===== src/rtl/tas_gate_pkg.sv =====
package tas_gate_pkg;
  typedef enum logic {PH_IDLE = 1'b0, PH_RUN = 1'b1} seq_phase_e;
endpackage


===== src/rtl/tas_slot_store.sv =====
module tas_slot_store #(
  parameter int NCLASS = 8,
  parameter int NENTRY = 16,
  parameter int DUR_W  = 20,
  localparam int IW    = (NENTRY > 1) ? $clog2(NENTRY) : 1,
  localparam int CW    = IW + 1
) (
  input  logic              clk,
  input  logic              rst_n,
  input  logic              locked,
  input  logic              wr,
  input  logic              len_wr,
  input  logic [IW-1:0]     wr_slot,
  input  logic [NCLASS-1:0] wr_gates,
  input  logic [DUR_W-1:0]  wr_ticks,
  input  logic [CW-1:0]     wr_len,
  input  logic [IW-1:0]     rd_slot,
  output logic [NCLASS-1:0] rd_gates,
  output logic [DUR_W-1:0]  rd_ticks,
  output logic [CW-1:0]     len_q
);
  logic [NCLASS-1:0] gates_mem [NENTRY];
  logic [DUR_W-1:0]  ticks_mem [NENTRY];

  always_ff @(posedge clk) begin
    if (wr && !locked) begin
      gates_mem[wr_slot] <= wr_gates;
      ticks_mem[wr_slot] <= wr_ticks;
    end
  end

  always_ff @(posedge clk) begin
    if (!rst_n)                 len_q <= CW'(1);
    else if (len_wr && !locked) len_q <= wr_len;
  end

  assign rd_gates = gates_mem[rd_slot];
  assign rd_ticks = ticks_mem[rd_slot];

  // an enabled port keeps its slot count
  a_r6_len_locked: assert property (@(posedge clk) disable iff (!rst_n)
    locked |=> $stable(len_q));
endmodule


===== src/rtl/tas_port_seq.sv =====
module tas_port_seq
  import tas_gate_pkg::*;
#(
  parameter int NCLASS = 8,
  parameter int NENTRY = 16,
  parameter int DUR_W  = 20,
  localparam int IW    = (NENTRY > 1) ? $clog2(NENTRY) : 1,
  localparam int CW    = IW + 1
) (
  input  logic              clk,
  input  logic              rst_n,
  input  logic              en,
  input  logic [CW-1:0]     len,
  input  logic [NCLASS-1:0] rd_gates,
  input  logic [DUR_W-1:0]  rd_ticks,
  output logic [IW-1:0]     rd_slot,
  output logic [NCLASS-1:0] gates,
  output logic              evt
);
  seq_phase_e       phase;
  logic [IW-1:0]    slot;
  logic [DUR_W-1:0] left;
  logic [CW-1:0]    slot_inc;
  logic             take;
  logic [DUR_W-1:0] hold;

  always_comb begin
    slot_inc = {1'b0, slot} + CW'(1);
    if (phase == PH_IDLE || slot_inc >= len) rd_slot = '0;
    else                                     rd_slot = slot_inc[IW-1:0];
    take = (phase == PH_IDLE) || (left == '0);
    hold = (rd_ticks == '0) ? '0 : rd_ticks - DUR_W'(1);
  end

  always_ff @(posedge clk) begin
    if (!rst_n || !en) begin
      phase <= PH_IDLE;
      slot  <= '0;
      left  <= '0;
      gates <= '1;
      evt   <= 1'b0;
    end else if (take) begin
      phase <= PH_RUN;
      slot  <= rd_slot;
      left  <= hold;
      gates <= rd_gates;
      evt   <= 1'b1;
    end else begin
      left  <= left - DUR_W'(1);
      evt   <= 1'b0;
    end
  end

  // disabled means all open and quiet
  a_r7_idle_open: assert property (@(posedge clk) disable iff (!rst_n)
    !en |=> (gates == '1) && !evt);
  // the first enabled edge starts slot 0 with a strobe
  a_r2_start_slot0: assert property (@(posedge clk) disable iff (!rst_n)
    (en && phase == PH_IDLE) |=> evt && slot == '0);
  // mask held while time remains
  a_r3_hold_stable: assert property (@(posedge clk) disable iff (!rst_n)
    (en && phase == PH_RUN && left != '0) |=> !evt && $stable(gates));
  // pointer stays inside the table
  a_r5_slot_range: assert property (@(posedge clk) disable iff (!rst_n)
    phase == PH_RUN |-> 32'(slot) < NENTRY);
endmodule


===== src/rtl/tas_clash_monitor.sv =====
module tas_clash_monitor #(
  parameter int NPORT = 2
) (
  input  logic             clk,
  input  logic             rst_n,
  input  logic [NPORT-1:0] evt,
  output logic             clash
);
  logic multi;
  always_comb begin
    multi = 1'b0;
    for (int i = 0; i < NPORT; i++)
      for (int j = i + 1; j < NPORT; j++)
        if (evt[i] && evt[j]) multi = 1'b1;
  end

  always_ff @(posedge clk) begin
    if (!rst_n) clash <= 1'b0;
    else        clash <= multi;
  end

  // coincident strobes flag on the next cycle, lone ones do not
  a_r8_clash_set: assert property (@(posedge clk) disable iff (!rst_n)
    ($countones(evt) >= 2) |=> clash);
  a_r8_clash_clear: assert property (@(posedge clk) disable iff (!rst_n)
    ($countones(evt) < 2) |=> !clash);
endmodule


===== src/rtl/tas_gate_scheduler.sv =====
module tas_gate_scheduler #(
  parameter int NPORT  = 2,
  parameter int NCLASS = 8,
  parameter int NENTRY = 16,
  parameter int DUR_W  = 20,
  localparam int PW    = (NPORT > 1) ? $clog2(NPORT) : 1,
  localparam int IW    = (NENTRY > 1) ? $clog2(NENTRY) : 1,
  localparam int CW    = IW + 1
) (
  input  logic                    clk,
  input  logic                    rst_n,
  input  logic [NPORT-1:0]        sched_en,
  input  logic                    cfg_wr,
  input  logic                    cfg_len_wr,
  input  logic [PW-1:0]           cfg_port,
  input  logic [IW-1:0]           cfg_slot,
  input  logic [NCLASS-1:0]       cfg_gates,
  input  logic [DUR_W-1:0]        cfg_ticks,
  input  logic [CW-1:0]           cfg_len,
  output logic [NPORT*NCLASS-1:0] gate_open,
  output logic [NPORT-1:0]        gate_evt,
  output logic                    clash_err
);
  for (genvar p = 0; p < NPORT; p++) begin : g_port
    logic              sel;
    logic [IW-1:0]     rd_slot;
    logic [NCLASS-1:0] rd_gates;
    logic [DUR_W-1:0]  rd_ticks;
    logic [CW-1:0]     len_q;

    assign sel = (32'(cfg_port) == p);

    tas_slot_store #(.NCLASS(NCLASS), .NENTRY(NENTRY), .DUR_W(DUR_W)) u_store (
      .clk(clk), .rst_n(rst_n), .locked(sched_en[p]),
      .wr(cfg_wr && sel), .len_wr(cfg_len_wr && sel),
      .wr_slot(cfg_slot), .wr_gates(cfg_gates), .wr_ticks(cfg_ticks),
      .wr_len(cfg_len), .rd_slot(rd_slot), .rd_gates(rd_gates),
      .rd_ticks(rd_ticks), .len_q(len_q)
    );

    tas_port_seq #(.NCLASS(NCLASS), .NENTRY(NENTRY), .DUR_W(DUR_W)) u_seq (
      .clk(clk), .rst_n(rst_n), .en(sched_en[p]), .len(len_q),
      .rd_gates(rd_gates), .rd_ticks(rd_ticks), .rd_slot(rd_slot),
      .gates(gate_open[p*NCLASS +: NCLASS]), .evt(gate_evt[p])
    );
  end

  tas_clash_monitor #(.NPORT(NPORT)) u_clash (
    .clk(clk), .rst_n(rst_n), .evt(gate_evt), .clash(clash_err)
  );
endmodule


===== config.mk =====
export PLATFORM = sky130hd
export DESIGN_NAME = tas_gate_scheduler
export DESIGN_NICKNAME = d
export VERILOG_FILES = /design/src/rtl/tas_gate_pkg.sv /design/src/rtl/tas_slot_store.sv /design/src/rtl/tas_port_seq.sv /design/src/rtl/tas_clash_monitor.sv /design/src/rtl/tas_gate_scheduler.sv
export SDC_FILE = /design/constraint.sdc
export NUM_CORES = 1
export LEC_CHECK = 0
export BUFFER_PORTS_ARGS = -buffer_cell sky130_fd_sc_hd__buf_4
export CAP_MARGIN = 20
export CORE_MARGIN = 8
export CORE_UTILIZATION = 45
export CTS_CLUSTER_SIZE = 40
export DETAILED_ROUTE_END_ITERATION = 16
export MAX_ROUTING_LAYER = met4
export PLACE_DENSITY = 0.69
export RECOVER_POWER = 25
export SKIP_CTS_REPAIR_TIMING = 1
export SLEW_MARGIN = 20
export SYNTH_ARGS = -nofsm -noshare
export SYNTH_HDL_FRONTEND = slang
export SYNTH_SLANG_ARGS = --single-unit

===== constraint.sdc =====
create_clock -name clk -period 7.8 [get_ports clk]
set_input_delay 1.17 -clock clk [delete_from_list [all_inputs] [get_ports clk]]
set_output_delay 1.17 -clock clk [all_outputs]
set_load 0.03 [all_outputs]

==> results.cfg <==
[outcome]
status = finished, violations left
violations = max-capacitance violations, max-slew violations

[synth]
async_flop_share_pct = 0
synth_area_leader_cell = edfxtp_1
ys_top_cells_by_area = edfxtp_1, dfxtp_1, mux2i_1
synth-edff-count = 896
synth_top_flop_cell = edfxtp_1
yosys_warnings = 0
synthCells = 2792
synth.distinct_cells = 94
yosys-top-cells-count = edfxtp_1, nand2_1, nor2_1
ys_seq_area_share_pct = 70.09
synth_fp_nets = 2856
netlist_area_sq_mm = 0.04064
synth_top_area_share_pct = 66.20
synth-seq-cells = 975
yosysMostFrequentCell = edfxtp_1
synth_area_per_cell_sq_um = 14.56

[global_route]
antenna_found_initial = 5
use_met1_pct = 30.90
grt_pass1_vias = 26530
grt_pass1_wl_um = 173000
grtUsageMet2_pct = 36.58
overflow = 0
use_met3_pct = 4.919
grt_busiest_layer = met2
grt_usage_pct = 23.63
grt_max_degree = 76

[worst_setup_path]
reg2reg_slack_ps = 1270
cp_top_family = simple AND/OR/NAND/NOR gates
startpoint_type = flop
worstSetupPathType = flop to flop
r2r_cells = 15
rr_endpoint = g_port[1].u_seq.left[17]$_SDFF_PP0_
critical_path_required_ps = 8320
critPathSlowestCell = nor2_1
critPathBufInv = 2
crit_path_cell_trace = ha_1, and3_1, ha_1, and2_1, buf_4, nor2_1, nand3_1, buf_4, o31ai_1, o32ai_1, nor4_1, nor3b_1, nand4_2, nand2_2, o22ai_1
endpoint_kind = flop
critical_path.max_fanout = 41
timing.rr.start = g_port[1].u_seq.slot[0]$_SDFFE_PP0N_
arrival_ps = 7050
cpPeakStageDelay_ps = 860

[hold_path]
min_to = g_port[1].u_seq.gates[6]$_SDFFE_PP1N_
hold_path_depth = 2
hp-class = flop to flop
hp-start = g_port[1].u_seq.gates[6]$_SDFFE_PP1N_

[final_layout]
syn_to_final_growth_pct = 12.52
drive_gt1_share_pct = 13.85
nFillCells = 7363
layout.nets = 2911
final_area_sq_mm = 0.04573

[floorplanning]
fp.dieH_um = 316.5
initial_utilization_pct = 45.29
rows = 110
dieArea_sq_mm = 0.1002
die_w_um = 316.5
ios = 63
core_area_sq_mm = 0.08974

[detailed_routing]
drcViolationCount = 0
vias_per_cell = 6.506
drtAntennaViolNets = 0
routed_wl_um = 117800
drtIter0Drc = 3858
first_pass_iters = 8
vias = 26693
route.detailed.wl_per_inst_um = 28.72

[placed_design]
post-place-ws_ps = 1517
io_buffers = 62
placed_area_sq_mm = 0.04267
post-dp-hpwl_um = 68050
place.gp.congestion = 0.9273

[clock_network]
clk-insertion-delay-late_ps = 660
cts_buffer_depth = 3
numCtsBuffers = 94
htreeDepth = 3
path_clk_slew_ps = 60
cts_tree = built
cts_root_buffer = clkbuf_16
clkSinkCount = 975

[power]
peakVddDrop_v = 0.0001718
power.total_mw = 10.82
p_per_area_mw_per_mm2 = 236.7
p_leak_nw = 14.40

[sta]
fin_crit_ps = 6535
drv_slew = 429
finalWorstSetupSlack_ps = 1265
fmax_ghz = 0.1530
tightest_slew_ps = 1848
period_share_pct = 83.78
slew_headroom_pct = -23.20
holdWs_ps = 492.1
hold_violations = 0
setup_tns_ps = 0
rsz0062_at_grt = false
fin_worst_skew_ps = 18.72
setup_viol = 0

[run]
drv_cap = 14
layer usage:
layer,vias up,part of all wire (%)
met5,-,0
met4,0,3.7
met3,315,11
met2,1685,47
met1,13349,39
li1,11344,-
worst max-delay path by stage:
stage	startpoint	slack, ps	depth (start not counted)	endpoint
after floorplan	g_port[0].u_seq.slot[0]$_SDFFE_PP0N_	3480	17	g_port[0].u_seq.left[12]$_SDFF_PP0_
after global placement	g_port[1].u_seq.slot[0]$_SDFFE_PP0N_	1750	17	g_port[1].u_seq.left[18]$_SDFF_PP0_
after detailed placement	g_port[1].u_seq.slot[0]$_SDFFE_PP0N_	1520	15	g_port[1].u_seq.left[17]$_SDFF_PP0_
after CTS	g_port[1].u_seq.slot[0]$_SDFFE_PP0N_	1510	15	g_port[1].u_seq.left[17]$_SDFF_PP0_
after global routing	g_port[1].u_seq.slot[0]$_SDFFE_PP0N_	1110	15	g_port[1].u_seq.left[8]$_SDFF_PP0_
final	g_port[1].u_seq.slot[0]$_SDFFE_PP0N_	1270	15	g_port[1].u_seq.left[17]$_SDFF_PP0_
cell type report:
type	count	area [sq um]	area share [%]
sequential	975	28490	62.31
multi-input combinational	1597	11510	25.16
clock buffer	124	2567	5.614
tap	1176	1471	3.218
timing repair buffer	150	1131	2.473
clock inverter	50	445.4	0.9740
inverter	29	108.9	0.2380
antenna	2	5.005	0.01094
worst reg2reg max path, cell delays in order (launching register included):
cell     delay [ps]
dfxtp_4         760
ha_1            320
and3_1          170
ha_1            260
and2_1          170
buf_4           240
nor2_1          880
nand3_1         860
buf_4           440
o31ai_1         100
o32ai_1         180
nor4_1          810
nor3b_1         450
nand4_2         350
nand2_2         300
o22ai_1         130
flip-flops by register name, indices dropped and copies added, names as in the netlist:
| name | cells |
|---|---|
| g_port.u_store.len_q | 10 |
| g_port.u_seq.left | 40 |
| g_port.u_store.ticks_mem | 640 |
| u_clash.clash | 1 |
| g_port.u_store.gates_mem | 256 |
| g_port.u_seq.phase | 2 |
| g_port.u_seq.gates | 16 |
| g_port.u_seq.evt | 2 |
| g_port.u_seq.slot | 8 |
logic make-up (layout without fill, tap and decap cells):
kind of cell | Yosys count | after routing | synth area share, %
mux | 125 | 125 | 3.774
compound gates | 690 | 690 | 12.90
fa+ha+maj | 20 | 20 | 0.6157
buf+inv | 220 | 353 | 2.380
flops | 975 | 975 | 70.09
simple gates | 698 | 698 | 8.808
other cells | 0 | 2 | 0
xor+xnor | 64 | 64 | 1.435
report_power, final:
part | total, mW | internal, mW | switching [mW]
registers | 5.78 | 5.76 | 0.0280
clock network | 4.50 | 2.55 | 1.95
logic | 0.536 | 0.148 | 0.388
stage by stage:
| stage | utilization [%] | std cells |
|---|---|---|
| after floorplan | - | 2792 |
| after global placement | 47.55 | 3922 |
| after detailed placement | 47.55 | 3922 |
| after CTS | 50.91 | 4096 |
| after global routing | 50.96 | 4103 |
| final | 50.96 | 4103 |
layout by cell type, fill, tap and decap left out, types with 48 or more instances in the layout:
master	instances
edfxtp_1	896
a221oi_1	48
clkbuf_16	96
buf_4	125
dfxtp_1	77
nand2_1	201
nand4_1	48
o21ai_0	54
nand3_1	71
a21oi_1	105
nand2b_1	64
mux2i_1	79
nor2_1	91
Power figures use the tool's default switching activity.
